File: src/rtl/ptw_pkg.sv
// Shared types and field positions for the page table walker.
// Assumes 64-bit virtual addresses and 8-byte table entries.
package ptw_pkg;
    localparam int VA_W        = 64;
    localparam int ENT_INV_BIT = 5;
    localparam int PTE_RO_BIT  = 9;
    localparam int PTE_INV_BIT = 10;
    // lowest address bit that must be zero for a table type to fit
    localparam int FIT_R2_LSB  = 53;
    localparam int FIT_R3_LSB  = 42;
    localparam int FIT_SEG_LSB = 31;
    // lowest virtual-address bit of each table index and index widths
    localparam int IDX_R1_LSB  = 53;
    localparam int IDX_R2_LSB  = 42;
    localparam int IDX_R3_LSB  = 31;
    localparam int IDX_SEG_LSB = 20;
    localparam int IDX_PG_LSB  = 12;
    localparam int IDX_W       = 11;
    localparam int IDX_PG_W    = 8;

    typedef enum logic [2:0] {
        LV_R1 = 3'd0, LV_R2 = 3'd1, LV_R3 = 3'd2, LV_SEG = 3'd3, LV_PAGE = 3'd4
    } lvl_e;

    typedef enum logic [2:0] {
        FT_NONE = 3'd0, FT_SPEC = 3'd1, FT_SEGX = 3'd2, FT_PAGEX = 3'd3, FT_PROT = 3'd4
    } flt_e;

    // Level at which a walk starts for a control-element type code
    function automatic lvl_e start_level(input logic [1:0] tcode);
        case (tcode)
            2'b11:   return LV_R1;
            2'b10:   return LV_R2;
            2'b01:   return LV_R3;
            default: return LV_SEG;
        endcase
    endfunction
endpackage

File: src/rtl/ptw_ce_select.sv
// Picks the control element and the address-space bits from the mode.
// Assumes mode 01 behaves as primary with address-space bits 0.
module ptw_ce_select import ptw_pkg::*; (
    input  logic [1:0]      mode,
    input  logic [VA_W-1:0] ctl_primary,
    input  logic [VA_W-1:0] ctl_secondary,
    input  logic [VA_W-1:0] ctl_home,
    output logic [VA_W-1:0] ce,
    output logic [1:0]      as_bits
);
    // mode decode into element and address-space bits
    always_comb begin
        case (mode)
            2'b10:   begin ce = ctl_secondary; as_bits = 2'b10; end
            2'b11:   begin ce = ctl_home;      as_bits = 2'b11; end
            default: begin ce = ctl_primary;   as_bits = 2'b00; end
        endcase
    end
endmodule

File: src/rtl/ptw_range_check.sv
// Flags a virtual address too wide for the starting table type.
// Assumes the caller passes only the address bits at and above FIT_SEG_LSB.
module ptw_range_check import ptw_pkg::*; (
    input  logic [1:0]                  tcode,
    input  logic [VA_W-1:FIT_SEG_LSB]   va_hi,
    output logic                        no_fit
);
    // any set bit above the span of the starting table is a fault
    always_comb begin
        case (tcode)
            2'b10:   no_fit = |va_hi[VA_W-1:FIT_R2_LSB];
            2'b01:   no_fit = |va_hi[VA_W-1:FIT_R3_LSB];
            2'b00:   no_fit = |va_hi[VA_W-1:FIT_SEG_LSB];
            default: no_fit = 1'b0;
        endcase
    end
endmodule

File: src/rtl/ptw_index.sv
// Forms the byte offset of the entry inside the table of a given level.
// Assumes 8-byte entries, so each index is shifted left by three.
module ptw_index import ptw_pkg::*; (
    input  lvl_e            level,
    input  logic [VA_W-1:0] vaddr,
    output logic [VA_W-1:0] offset
);
    logic unused_lo;
    assign unused_lo = ^vaddr[IDX_PG_LSB-1:0];

    // select the index field of the level and scale it to bytes
    always_comb begin
        offset = '0;
        case (level)
            LV_R1:   offset[IDX_W+2:3]    = vaddr[IDX_R1_LSB+:IDX_W];
            LV_R2:   offset[IDX_W+2:3]    = vaddr[IDX_R2_LSB+:IDX_W];
            LV_R3:   offset[IDX_W+2:3]    = vaddr[IDX_R3_LSB+:IDX_W];
            LV_SEG:  offset[IDX_W+2:3]    = vaddr[IDX_SEG_LSB+:IDX_W];
            default: offset[IDX_PG_W+2:3] = vaddr[IDX_PG_LSB+:IDX_PG_W];
        endcase
    end
endmodule

File: src/rtl/ptw_entry_check.sv
// Judges one fetched entry against the level it was read from.
// Assumes invalid has priority over a type mismatch.
module ptw_entry_check import ptw_pkg::*; (
    input  lvl_e       level,
    input  logic [1:0] tcode,
    input  logic       inv,
    input  logic       pinv,
    output flt_e       fault
);
    logic [1:0] want;

    // type code that a region entry must carry for its target table
    always_comb begin
        case (level)
            LV_R1:   want = 2'b10;
            LV_R2:   want = 2'b01;
            default: want = 2'b00;
        endcase
    end

    // fault decision for the entry
    always_comb begin
        fault = FT_NONE;
        if (level == LV_PAGE) begin
            if (pinv) fault = FT_PAGEX;
        end else if (inv) begin
            fault = FT_SEGX;
        end else if (level != LV_SEG && tcode != want) begin
            fault = FT_SPEC;
        end
    end
endmodule

File: src/rtl/ptw_walker.sv
// Top of the page table walker: accepts a request, walks the tables one
// read at a time, and returns a prefixed real address or a fault.
// Assumes the memory port holds data valid for exactly one cycle per read.
module ptw_walker import ptw_pkg::*; #(
    parameter int          PAGE_BITS = 12,
    parameter logic [63:0] LOW_LIMIT = 64'h2000
) (
    input  logic        clk,
    input  logic        rst_n,
    input  logic        xlate_en,
    input  logic [63:0] ctl_primary,
    input  logic [63:0] ctl_secondary,
    input  logic [63:0] ctl_home,
    input  logic [63:0] prefix_base,
    input  logic        req_valid,
    output logic        req_ready,
    input  logic [63:0] req_vaddr,
    input  logic        req_write,
    input  logic [1:0]  req_mode,
    output logic        mem_req,
    output logic [63:0] mem_rd_addr,
    input  logic        mem_rsp_valid,
    input  logic [63:0] mem_rsp_data,
    output logic        rsp_valid,
    output logic [63:0] rsp_raddr,
    output logic        rsp_wr_ok,
    output logic [2:0]  rsp_fault_type,
    output logic [63:0] rsp_exc_code
);
    localparam logic [VA_W-1:0] PAGE_MASK = ~((64'd1 << PAGE_BITS) - 64'd1);
    localparam logic [VA_W-1:0] PROT_FLAG = 64'd4;

    typedef enum logic [1:0] {ST_IDLE, ST_FETCH, ST_DONE} st_e;

    st_e             state;
    logic [VA_W-1:0] va_q, origin_q, raddr_q, exc_q;
    logic            wr_q, wrok_q;
    logic [1:0]      as_q;
    lvl_e            lvl_q;
    flt_e            ft_q;

    logic [VA_W-1:0] sel_ce, idx_off, page_addr;
    logic [1:0]      sel_as;
    logic            no_fit, ent_ro;
    flt_e            ent_fault;

    logic unused_bits;
    assign unused_bits = ^{sel_ce[11:4], sel_ce[1:0], mem_rsp_data[11],
                           mem_rsp_data[8:6], mem_rsp_data[4], mem_rsp_data[1:0]};

    ptw_ce_select u_sel (
        .mode(req_mode), .ctl_primary(ctl_primary), .ctl_secondary(ctl_secondary),
        .ctl_home(ctl_home), .ce(sel_ce), .as_bits(sel_as)
    );

    ptw_range_check u_fit (
        .tcode(sel_ce[3:2]), .va_hi(req_vaddr[VA_W-1:FIT_SEG_LSB]), .no_fit(no_fit)
    );

    ptw_index u_idx (.level(lvl_q), .vaddr(va_q), .offset(idx_off));

    ptw_entry_check u_ent (
        .level(lvl_q), .tcode(mem_rsp_data[3:2]), .inv(mem_rsp_data[ENT_INV_BIT]),
        .pinv(mem_rsp_data[PTE_INV_BIT]), .fault(ent_fault)
    );

    // low-core relocation of a real address
    function automatic logic [VA_W-1:0] to_abs(input logic [VA_W-1:0] a,
                                               input logic [VA_W-1:0] pfx);
        return (a < LOW_LIMIT) ? a + pfx : a;
    endfunction

    // exception code: page-aligned address, space bits, protection flag
    function automatic logic [VA_W-1:0] exc_code(input logic [VA_W-1:0] va,
                                                 input logic [1:0] asb, input logic prot);
        return (va & PAGE_MASK) | {{(VA_W-2){1'b0}}, asb} | (prot ? PROT_FLAG : '0);
    endfunction

    // frame from the page entry joined with the page offset
    assign ent_ro    = mem_rsp_data[PTE_RO_BIT];
    assign page_addr = (mem_rsp_data & PAGE_MASK) | (va_q & ~PAGE_MASK);

    assign req_ready      = (state == ST_IDLE);
    assign mem_req        = (state == ST_FETCH);
    assign mem_rd_addr    = origin_q + idx_off;
    assign rsp_valid      = (state == ST_DONE);
    assign rsp_raddr      = raddr_q;
    assign rsp_wr_ok      = wrok_q;
    assign rsp_fault_type = ft_q;
    assign rsp_exc_code   = exc_q;

    // walk sequencer: accept, fetch level by level, report
    always_ff @(posedge clk) begin
        if (!rst_n) begin
            state    <= ST_IDLE;
            va_q     <= '0;
            origin_q <= '0;
            raddr_q  <= '0;
            exc_q    <= '0;
            wr_q     <= 1'b0;
            wrok_q   <= 1'b0;
            as_q     <= 2'b00;
            lvl_q    <= LV_R1;
            ft_q     <= FT_NONE;
        end else begin
            case (state)
                ST_IDLE: if (req_valid) begin
                    va_q    <= req_vaddr;
                    wr_q    <= req_write;
                    as_q    <= sel_as;
                    ft_q    <= FT_NONE;
                    wrok_q  <= 1'b0;
                    raddr_q <= '0;
                    exc_q   <= '0;
                    if (!xlate_en) begin
                        raddr_q <= to_abs(req_vaddr, prefix_base);
                        wrok_q  <= 1'b1;
                        state   <= ST_DONE;
                    end else if (no_fit) begin
                        ft_q  <= FT_SPEC;
                        exc_q <= exc_code(req_vaddr, sel_as, 1'b0);
                        state <= ST_DONE;
                    end else begin
                        lvl_q    <= start_level(sel_ce[3:2]);
                        origin_q <= sel_ce & PAGE_MASK;
                        state    <= ST_FETCH;
                    end
                end
                ST_FETCH: if (mem_rsp_valid) begin
                    if (ent_fault != FT_NONE) begin
                        ft_q  <= ent_fault;
                        exc_q <= exc_code(va_q, as_q, 1'b0);
                        state <= ST_DONE;
                    end else if (lvl_q == LV_PAGE) begin
                        if (wr_q && ent_ro) begin
                            ft_q  <= FT_PROT;
                            exc_q <= exc_code(va_q, as_q, 1'b1);
                        end else begin
                            raddr_q <= to_abs(page_addr, prefix_base);
                            wrok_q  <= !ent_ro;
                        end
                        state <= ST_DONE;
                    end else begin
                        origin_q <= mem_rsp_data & PAGE_MASK;
                        lvl_q    <= lvl_e'(lvl_q + 3'd1);
                    end
                end
                ST_DONE: state <= ST_IDLE;
                default: state <= ST_IDLE;
            endcase
        end
    end
endmodule

File: config.mk
export PLATFORM = sky130hd
export DESIGN_NAME = ptw_walker
export DESIGN_NICKNAME = d
export VERILOG_FILES = /design/src/rtl/ptw_pkg.sv /design/src/rtl/ptw_ce_select.sv /design/src/rtl/ptw_range_check.sv /design/src/rtl/ptw_index.sv /design/src/rtl/ptw_entry_check.sv /design/src/rtl/ptw_walker.sv
export SDC_FILE = /design/constraint.sdc
export NUM_CORES = 1
export LEC_CHECK = 0
export BUFFER_PORTS_ARGS = -buffer_cell sky130_fd_sc_hd__buf_2
export CORE_MARGIN = 2
export CORE_UTILIZATION = 30
export CTS_CLUSTER_SIZE = 28
export DETAILED_ROUTE_END_ITERATION = 8
export PLACE_DENSITY = 0.54
export SYNTH_ARGS = -nofsm -noshare
export SYNTH_HDL_FRONTEND = slang
export SYNTH_SLANG_ARGS = --single-unit
export TNS_END_PERCENT = 20
File: constraint.sdc
create_clock -name clk -period 5.3 [get_ports clk]
set_input_delay 0.265 -clock clk [delete_from_list [all_inputs] [get_ports clk]]
set_output_delay 0.265 -clock clk [all_outputs]
set_load 0.1 [all_outputs]
Yosys cells after proc, flatten, opt, wreduce, memory -nomap -nowiden
Cells that the tools add are included.

word-level totals
  input port bits = 392
  register bits after elaboration = 268
  output and inout port bits = 199
  word-level logic and storage cells = 122

cells by class
  magnitude comparators = 2
  equal/unequal tests = 23
  bitwise operators = 3
  add/sub/neg operators = 4
  mux-type cells = 64
  reduce and logical (&&, ||, !) cells = 16

operators with widths
  kind                    count
  $mux W64                21
  $pmux W64 S2            4
  $add A64 B64 Y64        2
  $lt A64 B14 Y1 const B  2
  $or A64 B2 Y64          2
  $add A64 B14 Y64        1
  $or A64 B12 Y64         1
  $mux W3                 13
  $reduce_or A33 Y1       1
  $pmux W8 S4             1
  $reduce_or A22 Y1       1
  $mux W2                 7
  $ne A2 B2 Y1 const B    6
  $pmux W2 S2             3
  $pmux W3 S2             2
  $pmux W3 S4             1
  $reduce_or A11 Y1       1
  $eq A2 B2 Y1 const B    5
  $mux W1                 9
  $reduce_and A7 Y1       1
  $eq A3 B2 Y1 const B    2
  $ne A3 B1 Y1 const B    2
  $pmux W2 S3             1
  $reduce_and A6 Y1       1
  18 further kinds        22

Longest topological paths before layout
  depth after elaboration = 11
  mapped depth = 18
  depth with buffers taken out = 15

By module
Synthesis repeated with hierarchy kept, for this count alone.

second synthesis, totals
  cell total of the unflattened synthesis = 3227
  area, all modules = 24134.4 µm²

modules (own cells, without submodules)
  module           times used  cells each  area an instance (µm²)  seq. area each (µm²)
  ptw_walker       1           2875        21644.5                 4944.7
  ptw_ce_select    1           215         1390.1                  0.0
  ptw_index        1           107         929.6                   0.0
  ptw_entry_check  1           15          87.6                    0.0
  ptw_range_check  1           15          82.6                    0.0

Worst setup path after synthesis
OpenSTA, ideal clock, no wires.

  kind = register to output
  start = register lvl_q[2]
  end = output mem_rd_addr[58]
  data required time = 5.035 ns
  stages on the path, launching flop included = 17
  path buffers = 3
  setup slack = 0.058 ns
  data arrival time = 4.977 ns
  path through = dfxtp_1 inv_1 clkbuf_1 clkbuf_1 ha_1 clkbuf_1 a22oi_1 a21oi_1 ha_1 inv_1 fa_1 nor2_1 nand2_1 nor2_1 nand2_1 or3_1 xnor2_1

between the ends
  cells in the longest elaborated chain, start to end = 3
  elaborated cells between the ends (all ways) = 7
  those cells by class = 1 x add/sub; 3 x eq/ne; 2 x mux; 1 x reduce/logical

RTL lines
  what                                               RTL line           source
  start: declaration                                 ptw_walker.sv:39   lvl_e lvl_q;
  start signal: assignment                           ptw_walker.sv:124  lvl_q <= start_level(sel_ce[3:2]);
  start signal: assignment                           ptw_walker.sv:145  lvl_q <= lvl_e'(lvl_q + 3'd1);
  $eq A3 B2 Y1 (tied with other cells)               ptw_index.sv:14    case (level)
  $pmux W8 S4 / $pmux W3 S4 (equally long branches)  ptw_index.sv:14
  $add A64 B14 Y64 (*)                               ptw_walker.sv:85   assign mem_rd_addr = origin_q + idx_off;
  end: declaration                                   ptw_walker.sv:21   output logic [63:0] mem_rd_addr,

Mark *: on every way between the ends. The rest lies on a longest branch, timed or not.

Final worst setup path
  start = register lvl_q[1]
  end = output mem_rd_addr[62]

The elaborated chain is that of the path after synthesis.

==> results.md <==
- Worst-path fanout max: 12
- Overflow left after global routing: 0
- TritonCTS clock tree: built
- Final Slew Violations: 0
- Endpoint of the worst register-to-register path: rsp_raddr[30]$_SDFFE_PN0P_
- Kind of capture point of the worst setup path: output pin
- CP cell instances: ha_1, ha_2, a22oi_1, a21oi_1, ha_1, inv_1, fa_1, nor2_2, nand2_1, nor2_2, nand2_1, or3_1, nor2_1, xor2_1, buf_12
- Antenna violations before repair: 23
- Final hold violation count: 0
- Critical Path Slowest Stage Cell: sky130_fd_sc_hd__fa_1
- Relative slew margins: 35.45%
- Clock transition at path regs: 60 ps
- Weighted congestion reported at the end of routability-driven placement: 1.002
- Biggest area consumer among synthesized cells: sky130_fd_sc_hd__dfxtp_1
- Share of the synthesized area in the top cell type: about a quarter
- Maximum number of buffers from clock root to sink: 3
- Type of the setup path with the least slack: reg -> out
- Beginning of the worst register-to-register path: va_q[0]$_SDFFE_PN0P_
- Die extent in y: 269.3 um
- Setup crit start kind: register
- Setup TNS after final layout: 0 ps
- Post-DR wirelength/cell: 24.62 um
- Post-synthesis async set-or-reset flop share: 0%
- Count of maximum capacitance violations: 0
- Boundary pin count: 591
- Setup repair after global routing missed its margin: no
- Worst hold-check path type: in -> reg
- Critical path data required time: 5040 ps
- Signed area change from the synthesized netlist to the final layout: 23.27%
- Wire length of the first global-routing pass: 153000 um
- Count of flip-flops with a built-in enable after synthesis: 0
- Half-perimeter wire length after detailed placement: between 80000 and 90000 um
- Net count, final: 3883
- Overall die width: 269.3 um
- Critical path data arrival time: 4650 ps
- Violation count after the first detailed-route iteration: 2581
- Finish-stage setup viols: 0
- Remaining DRCs: 0
- Area of the die: 72510 um2
- Total core area: roughly 70000 um2
- Final worst slack: 388.4 ps
- Status: finished, final reports clean
- Reg2Reg Setup Slack: 1580 ps
- Number of distinct library cells after synthesis: 85
- Mean instance size in the synthesized netlist: 7.245 um2
- Min Clock Period, post-route: roughly 4900 ps
- Number of synthesis warnings: 0
- Stage delay of the slowest cell on the critical path: 470 ps
- First-pass iteration count of the detailed router: 7
- Worst-case reg-to-reg path depth: 11
- Sequential-to-total area share from yosys stat: a little under a quarter
- Largest net degree at the start of global routing: 109
- Count of clock tree sinks: 246
- Vias in the first global route: around 23000
- Power Density: about 290 nW/um2
- Max frequency: 0.2036 GHz
- Max IR drop VDD: 0.0002491 V
- Flip-flop and latch count after synthesis: approximately 250
- Worst setup path startpoint: lvl_q[1]$_SDFFE_PN0P_
- Initial Util: between 30% and 40%
- Synthesized area: 21110 um2
- Post-Route WL: 106500 um
- Count of antenna-violating nets left after detailed routing: 0
- Slew at the pin with the worst max-slew slack: 963.0 ps
- Number of vias per cell: 5.702
- Post-route clock skew: around 13 ps
- Share of the clock period used by the worst path after layout: between 90% and 100%
- Leakage dissipation: 10.93 nW
- Top post-synthesis cells by area: sky130_fd_sc_hd__dfxtp_1 23%, sky130_fd_sc_hd__a21oi_1 8.8%, sky130_fd_sc_hd__ha_1 7.9%, sky130_fd_sc_hd__a211oi_1 6.1%, sky130_fd_sc_hd__nand2_1 5.7%
- Cell chosen for the clock root: sky130_fd_sc_hd__clkbuf_16
- All-layer global routing usage: 27.68%
- Post-CTS setup buffer count: 0
- Worst-Skew Late Latency: 620 ps
- Depth of the CTS H-tree: 1
- Clock buffer count from CTS: 31
- Worst setup slack after placement: roughly 760 ps
- Via total after detailed routing: 24669
- Top FF cell, synth: sky130_fd_sc_hd__dfxtp_1
- Port Buffers: about 540
- Ratio of cells with drive above 1 in the final layout: 19.92%
- Count of mapped cells out of synthesis: about 3000
- Capture point of the worst path: mem_rd_addr[62]
- Number of standard-cell rows in the floorplan: 97
## flip-flops by register name, indices dropped and copies added, names as in the netlist
register	flops
rsp_wr_ok	1
rsp_exc_code	55
rsp_raddr	64
lvl_q	3
rsp_fault_type	2
va_q	64
as_q	2
state	2
wr_q	1
origin_q	52
## final cells by class
class / count / area, um2
diodes: 7 / 17.52
clock inverters: 19 / 209.0
clock buffers: 38 / 842.1
inverters: 53 / 209.0
multi-input cells: 2406 / 15180
repair buffers: 617 / 3468
flip-flops and latches: 246 / 4925
fillers: 7475 / 43880
well taps: 940 / 1176
## power by group
part	internal [mW]	switching, mW	total, mW	leakage [nW]
Clock	1.28	0.973	2.25	0.508
Combinational	0.819	2.28	3.09	8.40
Sequential	2.00	0.121	2.12	2.02
## repair_timing
action,in CTS,in global routing
endpoints found under the setup margin,0,5
gates resized for setup,0,5
endpoints found under the hold margin,41,0
hold buffers,42,0
## worst min path at each step
| stage | depth (start not counted) | slack (ps) | end | start |
|---|---|---|---|---|
| after global placement | 2 | 440 | rsp_raddr[15]$_SDFFE_PN0P_ | rsp_raddr[15]$_SDFFE_PN0P_ |
| after CTS | 3 | 4 | va_q[45]$_SDFFE_PN0P_ | req_vaddr[45] |
| after floorplan | 2 | 400 | va_q[20]$_SDFFE_PN0P_ | req_vaddr[20] |
| after global routing | 3 | 7 | va_q[59]$_SDFFE_PN0P_ | req_vaddr[59] |
| after detailed placement | 2 | 450 | as_q[0]$_SDFFE_PN0P_ | as_q[0]$_SDFFE_PN0P_ |
| final | 3 | 20 | va_q[48]$_SDFFE_PN0P_ | req_vaddr[48] |
## per-layer routing
layer	GRT usage [%]	routed length, um	vias to the layer above
met5	0	126	-
met4	11.64	4945	20
met3	5.174	8929	188
met2	43.76	47120	1162
met1	36.82	45400	11603
li1	-	-	11696
## synth_stat cells, drive strengths merged (8+ instances only)
cell,n
a22oi,78
a21boi,22
or4,8
nand4,63
nand3,80
buf,56
mux2i,79
a21oi,372
o221ai,22
nor2,317
nor3,35
nor2b,11
and3,23
a211oi,172
xor2,61
a21o,41
nand2,324
o21a,18
and2,13
o21ai,165
inv,52
o21bai,32
nor4,30
xnor2,86
or3,15
a31oi,24
ha,133
o31ai,17
a221oi,24
o211ai,18
dfxtp,246
clkbuf,164
a221o,8
nand2b,12
## cells in the final DEF (no fill, tap or decap), types with 15 or more instances in the layout
master / n
sky130_fd_sc_hd__buf_2: 537
sky130_fd_sc_hd__a21oi_1: 369
sky130_fd_sc_hd__nand2_1: 322
sky130_fd_sc_hd__nor2_1: 312
sky130_fd_sc_hd__dfxtp_1: 246
sky130_fd_sc_hd__a211oi_1: 172
sky130_fd_sc_hd__o21ai_0: 146
sky130_fd_sc_hd__ha_1: 130
sky130_fd_sc_hd__xnor2_1: 86
sky130_fd_sc_hd__nand3_1: 80
sky130_fd_sc_hd__mux2i_1: 79
sky130_fd_sc_hd__a22oi_1: 78
sky130_fd_sc_hd__nand4_1: 62
sky130_fd_sc_hd__xor2_1: 61
sky130_fd_sc_hd__inv_1: 51
sky130_fd_sc_hd__dlygate4sd3_1: 42
sky130_fd_sc_hd__a21o_1: 40
sky130_fd_sc_hd__nor3_1: 33
sky130_fd_sc_hd__o21bai_1: 32
sky130_fd_sc_hd__buf_4: 32
sky130_fd_sc_hd__clkbuf_16: 31
sky130_fd_sc_hd__nor4_1: 28
sky130_fd_sc_hd__a221oi_1: 24
sky130_fd_sc_hd__and3_1: 23
sky130_fd_sc_hd__a31oi_1: 23
sky130_fd_sc_hd__o221ai_1: 22
sky130_fd_sc_hd__o21ai_1: 19
sky130_fd_sc_hd__a21boi_0: 19
sky130_fd_sc_hd__o21a_1: 18
sky130_fd_sc_hd__o211ai_1: 18
sky130_fd_sc_hd__o31ai_1: 16
sky130_fd_sc_hd__or3_1: 15
## cells by family after synthesis
kind of cell / count (synthesis) / share of synthesized area (%)
compound gates: 1076 / 33.00
xor+xnor: 147 / 6.098
fa+ha+maj: 136 / 8.166
buf+inv: 273 / 5.292
flops: 246 / 23.33
mux: 81 / 3.852
other cells: 1 / 0.01776
simple gates: 954 / 20.24
## critical path, delay by kind of cell, from the launching register on
| kind | cells | cell delay, ps |
|---|---|---|
| fa+ha+maj | 4 | 1200 |
| compound gates | 2 | 340 |
| simple gates | 6 | 1550 |
| flops | 1 | 400 |
| xor+xnor | 1 | 260 |
| buf+inv | 2 | 270 |
## per-stage QoR
stage	util (%)	cells	total power, mW	cell area [um2]	hold WS (ps)
after floorplan	-	2925	4.308	21150	401.0
after global placement	35.08	4220	5.181	24520	443.4
after detailed placement	35.08	4220	5.175	24520	450.7
after CTS	37.19	4319	7.465	25990	3.586
after global routing	37.23	4326	7.777	26030	7.108
final	37.23	4326	7.468	26030	24.55
No activity file was read; power rests on OpenSTA's default activity.
